### src/rtl/pio_pkg.sv
package pio_pkg;
  localparam int unsigned PIN_W   = 8;
  localparam int unsigned BUS_AW  = 16;
  localparam logic [1:0]  MODE_ADDR_ONLY = 2'd1;

  typedef enum logic [2:0] {
    SRC_NONE,
    SRC_GPO,
    SRC_ADDR,
    SRC_PWM,
    SRC_PERIPH
  } pin_src_e;
endpackage

### src/rtl/pio_sync.sv
module pio_sync #(
  parameter int unsigned WIDTH  = 8,
  parameter int unsigned STAGES = 2
) (
  input  logic             clk,
  input  logic             rst,
  input  logic [WIDTH-1:0] d,
  output logic [WIDTH-1:0] q
);
  logic [WIDTH-1:0] stage [STAGES];

  generate
    for (genvar s = 0; s < STAGES; s++) begin : g_stage
      if (s == 0) begin : g_first
        always_ff @(posedge clk) begin
          if (rst) stage[0] <= '0;
          else     stage[0] <= d;
        end
      end else begin : g_next
        always_ff @(posedge clk) begin
          if (rst) stage[s] <= '0;
          else     stage[s] <= stage[s-1];
        end
      end
    end
  endgenerate

  assign q = stage[STAGES-1];
endmodule

### src/rtl/pio_regs.sv
module pio_regs #(
  parameter int unsigned     WIDTH    = 8,
  parameter int unsigned     AW       = 16,
  parameter logic [AW-1:0]   DIR_ADDR = 16'hFFB1,
  parameter logic [AW-1:0]   DAT_ADDR = 16'hFFB3,
  parameter logic [AW-1:0]   PU_ADDR  = 16'hFFAD
) (
  input  logic             clk,
  input  logic             rst,
  input  logic             hw_stby,
  input  logic [AW-1:0]    bus_addr,
  input  logic             bus_wr,
  input  logic             bus_rd,
  input  logic [WIDTH-1:0] bus_wdata,
  input  logic [WIDTH-1:0] driven,
  input  logic [WIDTH-1:0] pad_sync,
  output logic [WIDTH-1:0] dir_q,
  output logic [WIDTH-1:0] dat_q,
  output logic [WIDTH-1:0] pu_q,
  output logic [WIDTH-1:0] rdata_q
);
  logic hit_dir, hit_dat, hit_pu;
  logic [WIDTH-1:0] rd_mux;

  assign hit_dir = (bus_addr == DIR_ADDR);
  assign hit_dat = (bus_addr == DAT_ADDR);
  assign hit_pu  = (bus_addr == PU_ADDR);

  // direction bits: cleared by reset and hardware standby, never readable
  always_ff @(posedge clk) begin
    if (rst || hw_stby)      dir_q <= '0;
    else if (bus_wr && hit_dir) dir_q <= bus_wdata;
  end

  always_ff @(posedge clk) begin
    if (rst)                    dat_q <= '0;
    else if (bus_wr && hit_dat) dat_q <= bus_wdata;
  end

  always_ff @(posedge clk) begin
    if (rst)                   pu_q <= '0;
    else if (bus_wr && hit_pu) pu_q <= bus_wdata;
  end

  always_comb begin
    rd_mux = '0;
    if (hit_dat)     rd_mux = (dat_q & driven) | (pad_sync & ~driven);
    else if (hit_pu) rd_mux = pu_q;
  end

  always_ff @(posedge clk) begin
    if (rst)         rdata_q <= '0;
    else if (bus_rd) rdata_q <= rd_mux;
  end
endmodule

### src/rtl/pio_pin_cell.sv
module pio_pin_cell
  import pio_pkg::*;
(
  input  logic clk,
  input  logic rst,
  input  logic hw_stby,
  input  logic sw_stby,
  input  logic addr_only,
  input  logic dir_bit,
  input  logic dat_bit,
  input  logic pu_bit,
  input  logic gpo_grant,
  input  logic pwm_pick,
  input  logic addr_bit,
  input  logic pwm_bit,
  input  logic ovr_en,
  input  logic ovr_val,
  output logic out_q,
  output logic oe_q,
  output logic pull_q
);
  pin_src_e src;
  logic     drive_n;
  logic     val_n;

  always_comb begin
    if (ovr_en)         src = SRC_PERIPH;
    else if (addr_only) src = SRC_ADDR;
    else if (!dir_bit)  src = SRC_NONE;
    else if (gpo_grant) src = SRC_GPO;
    else if (pwm_pick)  src = SRC_PWM;
    else                src = SRC_ADDR;
  end

  always_comb begin
    drive_n = 1'b1;
    unique case (src)
      SRC_PERIPH: val_n = ovr_val;
      SRC_ADDR:   val_n = addr_bit;
      SRC_PWM:    val_n = pwm_bit;
      SRC_GPO:    val_n = dat_bit;
      default: begin
        val_n   = 1'b0;
        drive_n = 1'b0;
      end
    endcase
  end

  always_ff @(posedge clk) begin
    if (rst || hw_stby) begin
      out_q  <= 1'b0;
      oe_q   <= 1'b0;
      pull_q <= 1'b0;
    end else if (!sw_stby) begin
      out_q  <= val_n;
      oe_q   <= drive_n;
      pull_q <= pu_bit & ~drive_n;
    end
  end
endmodule

### src/rtl/pio_port_mux.sv
module pio_port_mux
  import pio_pkg::*;
#(
  parameter int unsigned       WIDTH       = PIN_W,
  parameter int unsigned       AW          = BUS_AW,
  parameter int unsigned       GPO_LOW_PIN = 4,
  parameter int unsigned       SYNC_STAGES = 2,
  parameter logic [AW-1:0]     DIR_ADDR    = 16'hFFB1,
  parameter logic [AW-1:0]     DAT_ADDR    = 16'hFFB3,
  parameter logic [AW-1:0]     PU_ADDR     = 16'hFFAD
) (
  input  logic             clk,
  input  logic             rst,
  input  logic             hw_stby,
  input  logic             sw_stby,
  input  logic [1:0]       mode,
  input  logic             io_sel,
  input  logic [AW-1:0]    bus_addr,
  input  logic             bus_wr,
  input  logic             bus_rd,
  input  logic [WIDTH-1:0] bus_wdata,
  output logic [WIDTH-1:0] bus_rdata,
  input  logic [WIDTH-1:0] addr_bits,
  input  logic [WIDTH-1:0] pwm_bits,
  input  logic [WIDTH-1:0] pwm_sel,
  input  logic             periph7_en,
  input  logic             periph7_out,
  input  logic [WIDTH-1:0] pin_in,
  output logic [WIDTH-1:0] pin_out,
  output logic [WIDTH-1:0] pin_oe,
  output logic [WIDTH-1:0] pull_en
);
  localparam int unsigned OVR_PIN = WIDTH - 1;

  logic [WIDTH-1:0] dir_q, dat_q, pu_q, pad_sync;
  logic             addr_only;

  assign addr_only = (mode == MODE_ADDR_ONLY);

  pio_sync #(.WIDTH(WIDTH), .STAGES(SYNC_STAGES)) u_sync (
    .clk (clk),
    .rst (rst),
    .d   (pin_in),
    .q   (pad_sync)
  );

  pio_regs #(
    .WIDTH(WIDTH), .AW(AW),
    .DIR_ADDR(DIR_ADDR), .DAT_ADDR(DAT_ADDR), .PU_ADDR(PU_ADDR)
  ) u_regs (
    .clk       (clk),
    .rst       (rst),
    .hw_stby   (hw_stby),
    .bus_addr  (bus_addr),
    .bus_wr    (bus_wr),
    .bus_rd    (bus_rd),
    .bus_wdata (bus_wdata),
    .driven    (pin_oe),
    .pad_sync  (pad_sync),
    .dir_q     (dir_q),
    .dat_q     (dat_q),
    .pu_q      (pu_q),
    .rdata_q   (bus_rdata)
  );

  generate
    for (genvar i = 0; i < WIDTH; i++) begin : g_pin
      logic gpo_ok, ovr_on;
      if (i >= GPO_LOW_PIN) begin : g_gpo
        assign gpo_ok = io_sel;
      end else begin : g_nogpo
        assign gpo_ok = 1'b0;
      end
      if (i == OVR_PIN) begin : g_ovr
        assign ovr_on = periph7_en;
      end else begin : g_noovr
        assign ovr_on = 1'b0;
      end

      pio_pin_cell u_cell (
        .clk       (clk),
        .rst       (rst),
        .hw_stby   (hw_stby),
        .sw_stby   (sw_stby),
        .addr_only (addr_only),
        .dir_bit   (dir_q[i]),
        .dat_bit   (dat_q[i]),
        .pu_bit    (pu_q[i]),
        .gpo_grant (gpo_ok),
        .pwm_pick  (pwm_sel[i]),
        .addr_bit  (addr_bits[i]),
        .pwm_bit   (pwm_bits[i]),
        .ovr_en    (ovr_on),
        .ovr_val   (periph7_out),
        .out_q     (pin_out[i]),
        .oe_q      (pin_oe[i]),
        .pull_q    (pull_en[i])
      );
    end
  endgenerate
endmodule

### config.mk
export PLATFORM = sky130hd
export DESIGN_NAME = pio_port_mux
export DESIGN_NICKNAME = d
export VERILOG_FILES = /design/src/rtl/pio_pkg.sv /design/src/rtl/pio_sync.sv /design/src/rtl/pio_regs.sv /design/src/rtl/pio_pin_cell.sv /design/src/rtl/pio_port_mux.sv
export SDC_FILE = /design/constraint.sdc
export NUM_CORES = 1
export LEC_CHECK = 0
export ABC_AREA = 1
export CAP_MARGIN = 5
export CORE_AREA = 2 2 91 93
export CTS_CLUSTER_DIAMETER = 120
export DETAILED_ROUTE_END_ITERATION = 16
export DIE_AREA = 0 0 93 95
export PLACE_DENSITY_LB_ADDON = 0.1
export SLEW_MARGIN = 20
export SYNTH_ARGS = -nofsm -noshare
export SYNTH_HDL_FRONTEND = slang
export SYNTH_HIERARCHICAL = 1
export SYNTH_SLANG_ARGS = --single-unit
### constraint.sdc
create_clock -name clk -period 1.47 [get_ports clk]
set_input_delay 0.2205 -clock clk [delete_from_list [all_inputs] [get_ports clk]]
set_output_delay 0.2205 -clock clk [all_outputs]
set_load 0.03 [all_outputs]
==> flow_summary.yaml <==
clocking:
  path_clk_slew_ns: 0.08
  cts_made_buffers: 9
  cts_sinks: 72
  tritoncts: "built"
  cts.path.max_buffers: 2
  root_buffer: "clkbuf_8"
  hold_buffers: 0
  clk_latency_ns: 0.35
  htreeDepth: 3
pwr:
  power_leakage_nw: 2.587
  cellPowerDensity_mw_per_mm2: 848.3
  total_power_mw: 4.566
  ir_drop_mv: 0.4691
floorplan:
  die_h_um: 95
  die-area_mm2: 0.008835
  io_pins: 99
  core_mm2: 0.007928
  rows: 33
  start_util_pct: 47.11
  die_width_um: 93
timing:
  hold_viol: 0
  fmax_mhz: 723.4
  setup_viol: 0
  maxSlewViolCount: 0
  layout_min_cycle_time_ns: 1.382
  finalCritPeriodShare_pct: 94.04
  holdWs_ns: 0.3793
  fin_ws_ns: 0.08757
  skew_ns: 0.009215
yosys:
  yosysTopAreaCellShare_pct: 38.59
  synthArstFlopShare_pct: 0
  synth_cell_type_count: 26
  yosysSeqAreaShare_pct: 38.59
  yosys.area.top_type: "dfxtp_1"
  synth_edf_count: 0
  synth_area_per_cell_um2: 6.462
  synthFlopType: "dfxtp_1"
  yosys_register_bits: 72
  syn-cell-area_mm2: 0.003735
  synthCells: 578
  synth.area.top_cells: "dfxtp_1, nand2_1, nor2_1"
  yosys_warnings: 6
setup_path:
  cp_slowest_cell: "dlygate4sd2_1"
  critPathTopFamily: "buffers and inverters"
  worstPathRequired_ns: 1.25
  setup.worst_path.end_class: "output port"
  crit_arrival_ns: 1.16
  worstPathMaxFanout: 4
  reg2reg_slack_ns: 0.46
  cp_slowest_stage_delay_ns: 0.42
  cp-start-kind: "flip-flop"
  cp_num_buf_inv: 1
  worstSetupPathType: "reg2out"
  cp_cell_sequence: "dlygate4sd2_1"
routing:
  first_pass_iters: 5
  vias: 3951
  wirelength_um: 9700
  drt_iter0_drc: 232
  via_per_inst: 4.665
  drc: 0
  ant_nets: 0
  wl_per_cell_um: 11.45
cells_and_area:
  fin_cells: 847
  drive_gt1_share_pct: 13.21
  nFillCells: 737
  final_nets: 805
  syn_to_final_growth_pct: 44.12
  final_cell_area_mm2: 0.005383
  antenna_cells: 0
global_route:
  grt_pass1_vias: 3649
  grt_usage_pct: 23.01
  grt_max_degree: 41
  grt_overflow: 0
  antenna_found_initial: 0
  grt_pass1_wl_um: 15980
min_path:
  hold_path.class: "in2reg"
placement:
  detailed_place_hpwl_um: 7238
  preCtsSetupSlack_ns: -0.2549
  post_dp_cell_area_mm2: 0.005171
  placed_cells: 832
  gp_congestion: 0.8295
  portBuffers: 98
run:
  cap_violations: 0
run_status:
  status: "completed"
[cell usage after synthesis (2+ instances only)]
cell / instances
a21oi_1: 16
a21oi_2: 8
or2_2: 8
inv_1: 74
dfxtp_1: 72
clkbuf_1: 2
nor2_1: 100
nand3_1: 52
o21ai_1: 6
nor2_2: 16
a21boi_1: 8
buf_4: 2
nor3_1: 20
buf_2: 2
nand2_1: 145
buf_6: 2
or2_1: 8
nand2_2: 10
o21ai_0: 12
inv_2: 9
[state kept, by name, indices dropped and copies added, names as in the netlist]
register and flops:
g_pin.u_cell/oe_q 8, g_pin.u_cell/out_q 8, g_pin.u_cell/pull_q 8, u_regs/dat_q 8, u_regs/dir_q 8, u_regs/pu_q 8
u_regs/rdata_q 8, u_sync/stage 16
[timing repair]
action | in CTS | in global routing
endpoints found under the setup margin | 32 | 4
gates resized for setup | 32 | 4
pin swaps | 0 | 0
setup buffers | 0 | 0
[placed cells by master (no fill, tap or decap), drive strengths merged]
| master | n |
|---|---|
| a21boi | 8 |
| a21oi | 24 |
| buf | 25 |
| bufinv | 3 |
| clkbuf | 10 |
| clkdlybuf4s50 | 66 |
| clkinvlp | 2 |
| conb | 36 |
| dfxtp | 72 |
| dlygate4sd2 | 32 |
| inv | 83 |
| nand2 | 155 |
| nand3 | 53 |
| nor2 | 118 |
| nor3 | 21 |
| o21ai | 18 |
| or2 | 16 |
[cell families after synthesis]
family                 Yosys count  share of synthesized area (%)
AND/OR/NAND/NOR                363                          43.05
flip-flops                      72                          38.59
other                            1                         0.1004
buffers and inverters           92                          10.22
AO/OA/AOI/OAI                   50                          8.041
[stage by stage]
step / setup TNS [ns] / utilization (%)
6_report: 0 / 67.90
5_1_grt: -0.01153 / 67.90
4_1_cts: 0 / 67.79
3_5_place_dp: -7.367 / 65.23
3_3_place_gp: -6.007 / 65.23
2_1_floorplan: 0 / -
[metal layers]
| metal | part of all wire [%] | up-vias | global-route usage (%) |
|---|---|---|---|
| li1 | - | 2063 | - |
| met1 | 45 | 1748 | 29.09 |
| met2 | 47 | 126 | 39.25 |
| met3 | 6.5 | 14 | 4.150 |
| met4 | 1.3 | 0 | 8.701 |
| met5 | 0 | - | 0 |
[tightest hold or removal path: stages]
cell and delay (ns):
clkdlybuf4s50_1 0.39, inv_1 0.05, nor2_1 0.03
[path summary, 6_finish.rpt]
| kind | to | cells after the start | start |
|---|---|---|---|
| worst max-delay path | pin_oe[0] | 1 | g_pin[0].u_cell/oe_q |
| worst min-delay path | u_sync/stage[0][3] | 3 | pin_in[3] |
| worst min register to register | u_sync/stage[1][5] | 2 | u_sync/stage[0][5] |
| worst max register to register | g_pin[5].u_cell/out_q | 7 | u_regs/dir_q[5] |
[report_power, final]
part           internal [mW]  leakage [nW]  total [mW]  switching [mW]
Sequential              1.99         0.586        2.02          0.0216
Clock                   1.16         0.115        1.89           0.728
Combinational          0.327          1.89       0.659           0.332
[final cells by class]
| class | instances | area (um^2) | area share (%) |
|---|---|---|---|
| clock buffer | 10 | 137.6 | 2.557 |
| tap | 105 | 131.4 | 2.441 |
| clock inverter | 5 | 105.1 | 1.953 |
| sequential | 72 | 1441 | 26.78 |
| multi-input combinational | 449 | 2048 | 38.05 |
| inverter | 83 | 311.5 | 5.788 |
| timing repair buffer | 123 | 1207 | 22.43 |
No activity file was read; power rests on OpenSTA's default activity.
